$ cat src/rtl/sid_pkg.sv
package sid_pkg;
   typedef enum logic {CNT_SATURATE = 1'b0, CNT_WRAP = 1'b1} cnt_mode_e;
   localparam int DEF_WORD_W  = 32;
   localparam int DEF_GEN_W   = 8;
   localparam int DEF_CNT_W   = 9;
   localparam int DEF_ERR_POS = 31;
   localparam int DEF_GEN_LSB = 16;
   localparam int DEF_CNT_LSB = 2;
endpackage

$ cat src/rtl/sid_err_flag.sv
module sid_err_flag (
   input  logic clk,
   input  logic rst_n,
   input  logic rx_done_i,
   input  logic rx_err_i,
   input  logic host_wr_err_i,
   output logic err_o
);
   logic set_c, clr_c;

   assign set_c = (rx_done_i & rx_err_i) | host_wr_err_i;
   assign clr_c = rx_done_i & ~rx_err_i;

   always_ff @(posedge clk) begin
      if (!rst_n)      err_o <= 1'b0;
      else if (set_c)  err_o <= 1'b1;
      else if (clr_c)  err_o <= 1'b0;
   end

   assert_err_hw_R3: assert property (@(posedge clk) disable iff (!rst_n)
      (rx_done_i && rx_err_i) |=> err_o);
   assert_err_host_R4: assert property (@(posedge clk) disable iff (!rst_n)
      host_wr_err_i |=> err_o);
   assert_err_clear_R5: assert property (@(posedge clk) disable iff (!rst_n)
      (rx_done_i && !rx_err_i && !host_wr_err_i) |=> !err_o);
   assert_err_hold_R5: assert property (@(posedge clk) disable iff (!rst_n)
      (!rx_done_i && !host_wr_err_i) |=> $stable(err_o));
endmodule

$ cat src/rtl/sid_gen_ctr.sv
module sid_gen_ctr #(
   parameter int GEN_W = 8
) (
   input  logic             clk,
   input  logic             rst_n,
   input  logic             bus_reset_i,
   output logic [GEN_W-1:0] gen_o
);
   generate
      if (GEN_W < 1 || GEN_W > 16) begin : g_bad_w
         $error("sid_gen_ctr: GEN_W out of range");
      end
   endgenerate

   always_ff @(posedge clk) begin
      if (!rst_n)           gen_o <= '0;
      else if (bus_reset_i) gen_o <= gen_o + GEN_W'(1);
   end

   assert_gen_step_R6: assert property (@(posedge clk) disable iff (!rst_n)
      bus_reset_i |=> gen_o == GEN_W'($past(gen_o) + GEN_W'(1)));
   assert_gen_hold_R6: assert property (@(posedge clk) disable iff (!rst_n)
      !bus_reset_i |=> $stable(gen_o));
endmodule

$ cat src/rtl/sid_quad_ctr.sv
module sid_quad_ctr
   import sid_pkg::*;
#(
   parameter int        CNT_W    = 9,
   parameter cnt_mode_e CNT_MODE = CNT_SATURATE
) (
   input  logic             clk,
   input  logic             rst_n,
   input  logic             rx_start_i,
   input  logic             quad_wr_i,
   output logic [CNT_W-1:0] cnt_o
);
   localparam logic [CNT_W-1:0] CNT_MAX = {CNT_W{1'b1}};
   logic [CNT_W-1:0] inc_c;

   generate
      if (CNT_W < 2 || CNT_W > 16) begin : g_bad_w
         $error("sid_quad_ctr: CNT_W out of range");
      end
      if (CNT_MODE == CNT_SATURATE) begin : g_sat
         assign inc_c = (cnt_o == CNT_MAX) ? cnt_o : cnt_o + CNT_W'(1);
      end else begin : g_wrap
         assign inc_c = cnt_o + CNT_W'(1);
      end
   endgenerate

   always_ff @(posedge clk) begin
      if (!rst_n)          cnt_o <= '0;
      else if (rx_start_i) cnt_o <= quad_wr_i ? CNT_W'(1) : '0;
      else if (quad_wr_i)  cnt_o <= inc_c;
   end

   assert_cnt_restart_R8: assert property (@(posedge clk) disable iff (!rst_n)
      rx_start_i |=> cnt_o == ($past(quad_wr_i) ? CNT_W'(1) : CNT_W'(0)));
   assert_cnt_idle_R7: assert property (@(posedge clk) disable iff (!rst_n)
      (!rx_start_i && !quad_wr_i) |=> $stable(cnt_o));
   generate
      if (CNT_MODE == CNT_SATURATE) begin : g_sat_chk
         assert_cnt_sat_R9: assert property (@(posedge clk) disable iff (!rst_n)
            (cnt_o == CNT_MAX && !rx_start_i) |=> cnt_o == CNT_MAX);
      end
   endgenerate
endmodule

$ cat src/rtl/sid_status_reg.sv
module sid_status_reg
   import sid_pkg::*;
#(
   parameter int        WORD_W   = DEF_WORD_W,
   parameter int        GEN_W    = DEF_GEN_W,
   parameter int        CNT_W    = DEF_CNT_W,
   parameter int        ERR_POS  = DEF_ERR_POS,
   parameter int        GEN_LSB  = DEF_GEN_LSB,
   parameter int        CNT_LSB  = DEF_CNT_LSB,
   parameter cnt_mode_e CNT_MODE = CNT_SATURATE
) (
   input  logic              clk,
   input  logic              rst_n,
   input  logic              bus_reset_i,
   input  logic              rx_start_i,
   input  logic              quad_wr_i,
   input  logic              rx_done_i,
   input  logic              rx_err_i,
   input  logic              host_wr_err_i,
   input  logic              host_wr_i,
   output logic [WORD_W-1:0] rd_data_o
);
   localparam int GEN_MSB = GEN_LSB + GEN_W - 1;
   localparam int CNT_MSB = CNT_LSB + CNT_W - 1;
   localparam logic [WORD_W-1:0] FIELD_MASK =
      (WORD_W'(1) << ERR_POS) |
      (((WORD_W'(1) << GEN_W) - WORD_W'(1)) << GEN_LSB) |
      (((WORD_W'(1) << CNT_W) - WORD_W'(1)) << CNT_LSB);

   generate
      if (ERR_POS >= WORD_W || GEN_MSB >= ERR_POS || CNT_MSB >= GEN_LSB) begin : g_bad_layout
         $error("sid_status_reg: fields overlap or exceed the word");
      end
   endgenerate

   logic             err_q;
   logic [GEN_W-1:0] gen_q;
   logic [CNT_W-1:0] cnt_q;

   sid_err_flag u_err (
      .clk(clk), .rst_n(rst_n), .rx_done_i(rx_done_i), .rx_err_i(rx_err_i),
      .host_wr_err_i(host_wr_err_i), .err_o(err_q)
   );

   sid_gen_ctr #(.GEN_W(GEN_W)) u_gen (
      .clk(clk), .rst_n(rst_n), .bus_reset_i(bus_reset_i), .gen_o(gen_q)
   );

   sid_quad_ctr #(.CNT_W(CNT_W), .CNT_MODE(CNT_MODE)) u_cnt (
      .clk(clk), .rst_n(rst_n), .rx_start_i(rx_start_i), .quad_wr_i(quad_wr_i),
      .cnt_o(cnt_q)
   );

   always_comb begin
      rd_data_o                       = '0;
      rd_data_o[ERR_POS]              = err_q;
      rd_data_o[GEN_LSB +: GEN_W]     = gen_q;
      rd_data_o[CNT_LSB +: CNT_W]     = cnt_q;
   end

   assert_rsvd_zero_R2: assert property (@(posedge clk) disable iff (!rst_n)
      (rd_data_o & ~FIELD_MASK) == '0);
   assert_host_wr_R10: assert property (@(posedge clk) disable iff (!rst_n)
      (host_wr_i && !bus_reset_i && !rx_start_i && !quad_wr_i && !rx_done_i
       && !host_wr_err_i) |=> $stable(rd_data_o));
   assert_reset_word_R1: assert property (@(posedge clk)
      !rst_n |=> rd_data_o == '0);
endmodule

$ cat config.mk
export PLATFORM = sky130hd
export DESIGN_NAME = sid_status_reg
export DESIGN_NICKNAME = d
export VERILOG_FILES = /design/src/rtl/sid_pkg.sv /design/src/rtl/sid_err_flag.sv /design/src/rtl/sid_gen_ctr.sv /design/src/rtl/sid_quad_ctr.sv /design/src/rtl/sid_status_reg.sv
export SDC_FILE = /design/constraint.sdc
export NUM_CORES = 1
export LEC_CHECK = 0
export BUFFER_PORTS_ARGS = -buffer_cell sky130_fd_sc_hd__buf_2
export CAP_MARGIN = 20
export CORE_MARGIN = 2
export CORE_UTILIZATION = 35
export CTS_BUF_LIST = sky130_fd_sc_hd__clkbuf_4 sky130_fd_sc_hd__clkbuf_8
export CTS_CLUSTER_SIZE = 16
export DETAILED_ROUTE_END_ITERATION = 8
export GPL_TIMING_DRIVEN = 0
export PLACE_DENSITY = 0.71
export SLEW_MARGIN = 5
export SYNTH_ARGS = -nofsm -noshare
export SYNTH_HDL_FRONTEND = slang
export SYNTH_SLANG_ARGS = --single-unit
$ cat constraint.sdc
create_clock -name clk -period 2.55 [get_ports clk]
set_input_delay 0.255 -clock clk [delete_from_list [all_inputs] [get_ports clk]]
set_output_delay 0.255 -clock clk [all_outputs]
set_load 0.005 [all_outputs]
==> out/results.ini, run 1 <==
[floorplan]
rows=18
core_area_um2=2480
io_pins=41
fp.dieArea_um2=3060
die_x_um=55.3
start_util=0.372
die_y_um=55.3

[final_layout]
multi_input_area_um2=467
antenna_cells=0
syn_to_final_growth_pct=24.9
layout-drive-gt1-share=0.308
fillers=269
regArea_um2=360
nets=160

[critical_path]
r2r-end=u_cnt.cnt_o[7]
critPathArrivalTime_ns=2.17
cp.buffers_inverters=1
rrSetupSlack_ns=0.60
slowest_delay_ns=0.47
cp-end-kind=flop
rr_worst_depth=8
crit_slowest_cell=or4_1
crit_top_cell=ha_1
crit_chain=ha_1 > nand3_1 > nor2_1 > ha_1 > nand2b_1 > buf_6 > or4_1 > a21oi_1
crit_fanout=9
worstSetupPathType=reg -> reg
worstReg2RegStart=u_cnt.cnt_o[0]
worst_ep_required_time_ns=2.77
critPathLaunchType=flop
crit_family=simple AND/OR/NAND/NOR gates

[global_routing]
track_usage=0.126
gr-total-overflow=0
antenna_found_initial=0
grt_start_max_net_pins=11
grt_pass1_vias=798
grt_pass1_wl_mm=3.18

[yosys]
yosysSeqAreaShare=0.391
syn_inst=106
avgSynthCellArea_um2=8.69
synthesis.area_um2=921
ys_warn_count=0
ys_ff_latch=18
synth_cell_types=26

[power]
p_leak_nw=0.532
p_sw_mw=0.118
irDropWorstVdd_mv=0.370
clkPwrFrac=0.281
switching_share=0.238
power_density_nw_per_um2=429
p_int_mw=0.376
pwr-share-seq=0.597
pwr-share-comb=0.122
power_mw=0.493

[drt]
drc=0
ant_nets=0
first_iter_violations=6
wl_mm=1.86
via_per_inst=4.77
wl_per_cell_um=10.6
via_count=840
first_pass_iters=4

[placement]
pre_cts_ws_ns=0.625
dp_hpwl_mm=1.45
gp_congestion=0.699
port_buffers=24

[timing]
finalCriticalPeriod_ns=1.95
fin_ws_ns=0.602
fin_crit_sh=0.764
hold_viol_final=0
final-setup-viol-count=0
maxSlewViolCount=0
timing.fmax_mhz=513
fin_skew_ns=0.000361
fin_setup_tns_ns=0
rsz0062_at_grt=false

[cts]
postCtsHoldBufs=0
htree_levels=1
cts.sinks=18
cts_tree=built
tritoncts.num_buffers=3
clk_path_buf_depth=2
ctsResizeCount=0
clockRootBuffer=clkbuf_4
insertion_delay_ns=0.29
cts_setup_buffers=0
clkSlewWorstSetupHoldPaths_ns=0.10

[status]
status=completed

[worst_hold_path]
hold_depth=3
hp-class=in -> reg
min_to=u_err.err_o
min-delay-start=host_wr_err_i

[run]
maxCapViolCount=0

[placed cells by master (no fill, tap or decap), types with 2 or more instances in the layout]
master    netlist  layout
nor2_1         11      11
nand2_1         4       4
or4_1           3       3
a21oi_1         9       9
mux2i_1         3       3
o31ai_1         3       3
nand2b_1        2       2
xor2_1          4       4
buf_2           0      24
clkbuf_4        0       3
dfxtp_1        18      18
or3_1           4       4
nand4_1         3       3
nand3_1         5       5
conb_1          1      14
nand3b_1        2       2
buf_4          16      16
o21ai_0         6       6
ha_1            3       3
[sequential cells by signal, summed over array words and instances (netlist names)]
signal,flops
u_err.err_o,1
u_gen.gen_o,8
u_cnt.cnt_o,9
[synth_stat cells]
master     n  area (µm²)
dfxtp_1   18         360
buf_4     16         120
nor2_1    11        41.3
a21oi_1    9        45.0
o21ai_0    6        30.0
nand3_1    5        25.0
nand2_1    4        15.0
or3_1      4        25.0
xor2_1     4        35.0
ha_1       3        37.5
mux2i_1    3        30.0
nand4_1    3        18.8
o31ai_1    3        22.5
or4_1      3        22.5
nand2b_1   2        12.5
nand3b_1   2        15.0
a211oi_1   1        7.51
buf_6      1        11.3
clkbuf_1   1        3.75
clkinv_1   1        3.75
conb_1     1        3.75
inv_1      1        3.75
nand4b_1   1        8.76
nor2b_1    1        6.26
or3_2      1        7.51
xnor2_1    1        8.76
[kinds of logic (layout without fill, tap and decap cells)]
kind of cell / after synthesis / count (layout) / synth area share
simple gates: 37 / 37 / 0.215
buf+inv: 20 / 47 / 0.155
compound gates: 19 / 19 / 0.114
flops: 18 / 18 / 0.391
xor+xnor: 5 / 5 / 0.0476
fa+ha+maj: 3 / 3 / 0.0408
mux: 3 / 3 / 0.0326
other cells: 1 / 14 / 0.00407
[worst reg2reg max path, cell delays in order (launching register included)]
cell and delay, ns:
dfxtp_1 0.36, ha_1 0.24, nand3_1 0.09, nor2_1 0.05
ha_1 0.21, nand2b_1 0.16, buf_6 0.14, or4_1 0.47
a21oi_1 0.16
[how the worst max path moves through the flow]
| stage | slack, ns | to | from | cells past startpoint |
|---|---|---|---|---|
| 6_report | 0.60 | u_cnt.cnt_o[7] | u_cnt.cnt_o[0] | 8 |
| 5_1_grt | 0.47 | u_cnt.cnt_o[5] | u_cnt.cnt_o[0] | 8 |
| 4_1_cts | 0.59 | u_cnt.cnt_o[5] | u_cnt.cnt_o[0] | 8 |
| 3_5_place_dp | 0.62 | u_cnt.cnt_o[7] | u_cnt.cnt_o[0] | 8 |
| 3_3_place_gp | 0.69 | u_cnt.cnt_o[5] | u_cnt.cnt_o[0] | 8 |
| 2_1_floorplan | 0.76 | u_cnt.cnt_o[5] | u_cnt.cnt_o[0] | 8 |
[per-layer routing]
layer | vias up | routed length, µm | GRT usage
met5 | - | 0 | 0
met4 | 0 | 16 | 0.0453
met3 | 3 | 148 | 0.0492
met2 | 30 | 910 | 0.224
met1 | 386 | 782 | 0.134
li1 | 421 | - | -
[cell type report]
class | instances | area share
Sequential cell | 18 | 0.313
Tap cell | 30 | 0.0326
Multi-Input combinational cell | 81 | 0.406
Timing Repair Buffer | 24 | 0.104
Buffer | 18 | 0.118
Clock buffer | 3 | 0.0196
Inverter | 2 | 0.00653
[stage by stage]
step | area (µm²) | hold slack (ns) | util | std cells
CTS | 1150 | 0.173 | 0.464 | 176
global route | 1150 | 0.201 | 0.464 | 176
floorplan | 970 | 0.381 | - | 119
global placement | 1130 | 0.460 | 0.455 | 173
detailed placement | 1130 | 0.473 | 0.455 | 173
finish | 1150 | 0.179 | 0.464 | 176
[power by group through the flow]
stage / registers (mW) / clock network, mW / logic, mW
after floorplan: 0.300 / 0 / 0.0438
after global placement: 0.300 / 0 / 0.0584
after detailed placement: 0.301 / 0 / 0.0599
after CTS: 0.294 / 0.146 / 0.0600
after global routing: 0.296 / 0.160 / 0.0680
final: 0.294 / 0.139 / 0.0603
Power figures use the tool's default switching activity.
==> inputs of run 2 (changes only) <==
clock period = 1.85 ns   (was 2.55 ns; I/O delays follow)
==> out/results.ini, run 2 (synthesis gave the netlist of run 1 again) <==
[status]
status=completed  ; unchanged

[final_layout]
final_cell_mix=buf_2 (25), buf_4 (20), dfxtp_1 (16)  ; was buf_2 (24), dfxtp_1 (18), buf_4 (16)
syn_to_final_growth_pct=32.1  ; was 24.9%
final_common_cell=buf_2  ; unchanged
stdcell_count=181  ; was 176
regMostFlops=u_cnt.cnt_o  ; unchanged
fillers=254  ; was 269
nets=165  ; was 160
largest_reg_flops=9  ; unchanged
stdcell_area_um2=1220  ; was 1150 µm²
layout-drive-gt1-share=0.391  ; was 0.308
reg.largest.list=u_cnt.cnt_o: 9 flops, u_gen.gen_o: 8 flops, u_err.err_o: 1 flops  ; unchanged
antenna_cells=0  ; unchanged

[critical_path]
worstReg2RegStart=u_cnt.cnt_o[0]  ; unchanged
cp.buffers_inverters=1  ; unchanged
rrSetupSlack_ns=0.07  ; was 0.60 ns
crit_chain=ha_2 > nand3_2 > nor2_1 > ha_2 > nand2b_4 > buf_6 > or4_4 > a21oi_2  ; was ha_1 > nand3_1 > nor2_1 > ha_1 > nand2b_1 > buf_6 > or4_1 > a21oi_1
worst_ep_required_time_ns=2.08  ; was 2.77 ns
r2r-end=u_cnt.cnt_o[5]  ; was u_cnt.cnt_o[7]
crit_family=simple AND/OR/NAND/NOR gates  ; unchanged
critPathLaunchType=flop  ; unchanged
crit_slowest_cell=or4_4  ; was or4_1
rr_worst_depth=8  ; unchanged
crit_top_cell=ha_2  ; was ha_1
crit_fanout=5  ; was 9
critPathArrivalTime_ns=2.01  ; was 2.17 ns
cp-end-kind=flop  ; unchanged
slowest_delay_ns=0.48  ; was 0.47 ns
worstSetupPathType=reg -> reg  ; unchanged

[drt]
first_iter_violations=6  ; unchanged
via_per_inst=4.78  ; was 4.77
via_count=865  ; was 840
wl_mm=1.97  ; was 1.86 mm
wl_per_cell_um=10.9  ; was 10.6 µm
ant_nets=0  ; unchanged
first_pass_iters=4  ; unchanged
drc=0  ; unchanged

[cts]
clockRootBuffer=clkbuf_4  ; unchanged
cts.sinks=18  ; unchanged
clk_path_buf_depth=2  ; unchanged
postCtsHoldBufs=0  ; unchanged
cts_tree=built  ; unchanged
htree_levels=1  ; unchanged
insertion_delay_ns=0.29  ; about the same
tritoncts.num_buffers=3  ; unchanged
clkSlewWorstSetupHoldPaths_ns=0.10  ; about the same

[floorplan]
core_area_um2=2480  ; unchanged
start_util=0.372  ; unchanged
io_pins=41  ; unchanged
die_x_um=55.3  ; unchanged
fp.dieArea_um2=3060  ; unchanged
rows=18  ; unchanged
die_y_um=55.3  ; unchanged

[placement]
port_buffers=24  ; unchanged
placed_area_um2=1130  ; unchanged
dp_hpwl_mm=1.45  ; unchanged
gp_congestion=0.699  ; unchanged
dp.cells=173  ; unchanged

[timing]
maxSlewViolCount=0  ; unchanged
finalCriticalPeriod_ns=1.78  ; was 1.95 ns
fin_skew_ns=0.000430  ; was 0.000361 ns
final-setup-viol-count=0  ; unchanged
fin_crit_sh=0.963  ; was 0.764
timing.fmax_mhz=562  ; was 513 MHz
hold_viol_final=0  ; unchanged

[global_routing]
grt_start_max_net_pins=11  ; unchanged
gr-total-overflow=0  ; unchanged
grt_pass1_wl_mm=3.23  ; was 3.18 mm
antenna_found_initial=0  ; unchanged
grt_pass1_vias=802  ; was 798
track_usage=0.128  ; was 0.126

[worst_hold_path]
hp-class=in -> reg  ; unchanged
min-delay-start=host_wr_err_i  ; unchanged
min_to=u_err.err_o  ; unchanged
hold_depth=3  ; unchanged

[power]
p_leak_nw=0.555  ; was 0.532 nW
power_density_nw_per_um2=570  ; was 429 nW/µm²
irDropWorstVdd_mv=0.511  ; was 0.370 mV

[run]
maxCapViolCount=0  ; unchanged

-- run 2: cell types whose count changed in the layout (fill, tap and decap cells not counted), sizes merged --
cell  change
buf       +5
-- run 2: area by class of cell --
type | instances | area (µm²) | share of cell area
Buffer | 18 | 135 | 0.111
Clock buffer | 3 | 22.5 | 0.0185
Inverter | 2 | 7.51 | 0.00617
Tap cell | 30 | 37.5 | 0.0309
Timing Repair Buffer | 29 | 155 | 0.128
Sequential cell | 18 | 363 | 0.298
Multi-Input combinational cell | 81 | 495 | 0.407
-- run 2: worst max-delay path by stage --
| stage | endpoint | startpoint | depth (start not counted) | slack (ns) |
|---|---|---|---|---|
| floorplan | u_cnt.cnt_o[5] | u_cnt.cnt_o[0] | 8 | 0.06 |
| global placement | u_cnt.cnt_o[5] | u_cnt.cnt_o[0] | 8 | -0.006 |
| detailed placement | u_cnt.cnt_o[7] | u_cnt.cnt_o[0] | 8 | -0.08 |
| CTS | u_cnt.cnt_o[7] | u_cnt.cnt_o[0] | 8 | 0.007 |
| global route | u_cnt.cnt_o[1] | u_cnt.cnt_o[3] | 8 | -0.01 |
| finish | u_cnt.cnt_o[5] | u_cnt.cnt_o[0] | 8 | 0.07 |
-- run 2: routing by layer --
metal,part of all wire,global-route usage,vias to the layer above
met5,0,0,-
met4,0.0081,0.0453,0
met3,0.080,0.0492,3
met2,0.50,0.224,30
met1,0.42,0.139,401
li1,-,-,431
-- run 2: through the flow --
stage / setup TNS [ns] / total power [mW] / worst slack [ns] / utilization / hold slack [ns]
finish: 0 / 0.693 / 0.0693 / 0.491 / 0.109
global placement: -0.00620 / 0.494 / -0.00620 / 0.455 / 0.407
floorplan: 0 / 0.474 / 0.0582 / - / 0.311
global route: -0.0248 / 0.730 / -0.0143 / 0.491 / 0.131
detailed placement: -0.158 / 0.497 / -0.0751 / 0.455 / 0.415
CTS: 0 / 0.693 / 0.00729 / 0.475 / 0.103
-- run 2: tightest hold or removal path, stage by stage --
cell	delay (ns)
buf_2	0.08
a211oi_1	0.04
nor2_1	0.07
-- run 2: repair_timing --
| item | 4_1_cts | 5_1_grt |
|---|---|---|
| setup buffers | 2 | 2 |
| pin swaps | 2 | 2 |
| cloned | 0 | 1 |
| gates resized for setup | 5 | 4 |
| endpoints found under the hold margin | 0 | 0 |
| endpoints found under the setup margin | 3 | 3 |
-- run 2: power by group --
part           internal (mW)  leakage, nW  switching [mW]
clock network         0.0758       0.0138           0.119
logic                 0.0518        0.394          0.0412
registers              0.396        0.147         0.00866
total                  0.524        0.555           0.169
==> inputs of run 3 (changes only) <==
GPL_TIMING_DRIVEN = unset   (was 0)
RECOVER_POWER = 50   (was unset)
==> out/results.ini, run 3 (synthesis gave the netlist of run 1 again) <==
[drt]
wl_mm=1.74  ; was 1.97 mm
ant_nets=0  ; unchanged
via_count=806  ; was 865
drc=0  ; unchanged
first_iter_violations=18  ; was 6
first_pass_iters=4  ; unchanged
via_per_inst=4.98  ; was 4.78
wl_per_cell_um=10.7  ; was 10.9 µm

[critical_path]
slowest_delay_ns=0.47  ; was 0.48 ns
crit_chain=ha_1 > nand3_1 > nor2_1 > ha_2 > nand2b_4 > or4_1 > a21oi_1  ; was ha_2 > nand3_2 > nor2_1 > ha_2 > nand2b_4 > buf_6 > or4_4 > a21oi_2
cp-end-kind=flop  ; unchanged
crit_slowest_cell=or4_1  ; was or4_4
worstSetupPathType=reg -> reg  ; unchanged
critPathLaunchType=flop  ; unchanged
critPathArrivalTime_ns=1.95  ; was 2.01 ns
crit_fanout=7  ; was 5
worst_ep_required_time_ns=2.07  ; was 2.08 ns
cp.buffers_inverters=0  ; was 1
crit_family=simple AND/OR/NAND/NOR gates  ; unchanged

[power]
irDropWorstVdd_mv=0.440  ; was 0.511 mV
power_density_nw_per_um2=626  ; was 570 nW/µm²
p_leak_nw=0.431  ; was 0.555 nW

[final_layout]
regMostFlops=u_cnt.cnt_o  ; unchanged
layout-drive-gt1-share=0.212  ; was 0.391
nets=146  ; was 165
antenna_cells=0  ; unchanged
reg.largest.list=u_cnt.cnt_o: 9 flops, u_gen.gen_o: 8 flops, u_err.err_o: 1 flops  ; unchanged
final_common_cell=buf_2  ; unchanged
largest_reg_flops=9  ; unchanged
final_cell_mix=buf_2 (20), dfxtp_1 (18), conb_1 (14)  ; was buf_2 (25), buf_4 (20), dfxtp_1 (16)
syn_to_final_growth_pct=13.2  ; was 32.1%

[timing]
fin_crit_sh=0.934  ; was 0.963
final-setup-viol-count=0  ; unchanged
fin_ws_ns=0.122  ; was 0.0693 ns
fin_skew_ns=0.00288  ; was 0.000430 ns
rsz0062_at_grt=false
maxSlewViolCount=0  ; unchanged
finalCriticalPeriod_ns=1.73  ; was 1.78 ns
hold_viol_final=0  ; unchanged
fin_setup_tns_ns=0  ; unchanged
timing.fmax_mhz=579  ; was 562 MHz

[placement]
gp_congestion=0.752  ; was 0.699
dp_hpwl_mm=1.35  ; was 1.45 mm
pre_cts_ws_ns=0.0278  ; was -0.0751 ns
port_buffers=25  ; was 24

[global_routing]
track_usage=0.118  ; was 0.128
grt_pass1_vias=701  ; was 802
grt_start_max_net_pins=11  ; unchanged
grt_pass1_wl_mm=2.95  ; was 3.23 mm
antenna_found_initial=0  ; unchanged
gr-total-overflow=0  ; unchanged

[cts]
postCtsHoldBufs=0  ; unchanged
tritoncts.num_buffers=3  ; unchanged
htree_levels=1  ; unchanged
cts.sinks=18  ; unchanged
clk_path_buf_depth=2  ; unchanged
insertion_delay_ns=0.28  ; was 0.29 ns
clkSlewWorstSetupHoldPaths_ns=0.10  ; about the same
cts_tree=built  ; unchanged
clockRootBuffer=clkbuf_4  ; unchanged
cts_setup_buffers=0  ; was 2

[floorplan]
die_y_um=55.3  ; unchanged
start_util=0.372  ; unchanged
rows=18  ; unchanged
fp.dieArea_um2=3060  ; unchanged
io_pins=41  ; unchanged
core_area_um2=2480  ; unchanged
die_x_um=55.3  ; unchanged

[worst_hold_path]
hp-class=in -> reg  ; unchanged

[run]
maxCapViolCount=0  ; unchanged

[status]
status=completed  ; unchanged

## run 3: cell count changes in the layout (fill, tap and decap cells not counted), sizes merged
cell	change
buf	-24
clkbuf	+5
## run 3: what timing repair did
item                       CTS  global route
setup endpoints to repair    1             3
pin swaps                    0             0
cloned                       0             0
resized for setup            1             2
## run 3: where the power goes
| group | internal [mW] | leakage [nW] | switching [mW] |
|---|---|---|---|
| clock | 0.0754 | 0.0138 | 0.111 |
| combinational | 0.0266 | 0.271 | 0.0354 |
| sequential | 0.396 | 0.146 | 0.00803 |
| total | 0.498 | 0.431 | 0.154 |
## run 3: final timing paths
kind / from / endpoint / slack [ns] / cells after the start
worst min-delay path: host_wr_err_i / u_err.err_o / 0.12 / 3
worst min register to register: u_gen.gen_o[7] / u_gen.gen_o[7] / 0.50 / 2
worst max register to register: u_cnt.cnt_o[0] / u_cnt.cnt_o[5] / 0.12 / 7
worst max-delay path: u_cnt.cnt_o[0] / u_cnt.cnt_o[5] / 0.12 / 7
## run 3: tightest hold or removal path: stages
cell	delay, ns
buf_2	0.08
a211oi_1	0.04
nor2_1	0.07
## run 3: metrics by stage
step	hold slack [ns]	area, µm²	power (mW)	cells	utilization
floorplan	0.311	970	0.474	119	-
finish	0.118	1040	0.652	162	0.421
CTS	0.106	1040	0.671	162	0.422
global route	0.115	1040	0.707	162	0.421
global placement	0.406	1020	0.472	159	0.412
detailed placement	0.414	1020	0.475	159	0.412
## run 3: layout make-up
class | instances | area (µm²)
Sequential cell | 18 | 360
Timing Repair Buffer | 28 | 138
Clock buffer | 3 | 22.5
Inverter | 2 | 7.51
Tap cell | 30 | 37.5
Fill cell | 265 | 1440
Multi-Input combinational cell | 81 | 477
## run 3: per-layer routing
layer	up-vias	global-route usage	wire [µm]
met5	-	0	0
met4	0	0.0105	0
met3	0	0.0539	120
met2	31	0.211	887
met1	379	0.134	731
li1	396	-	-
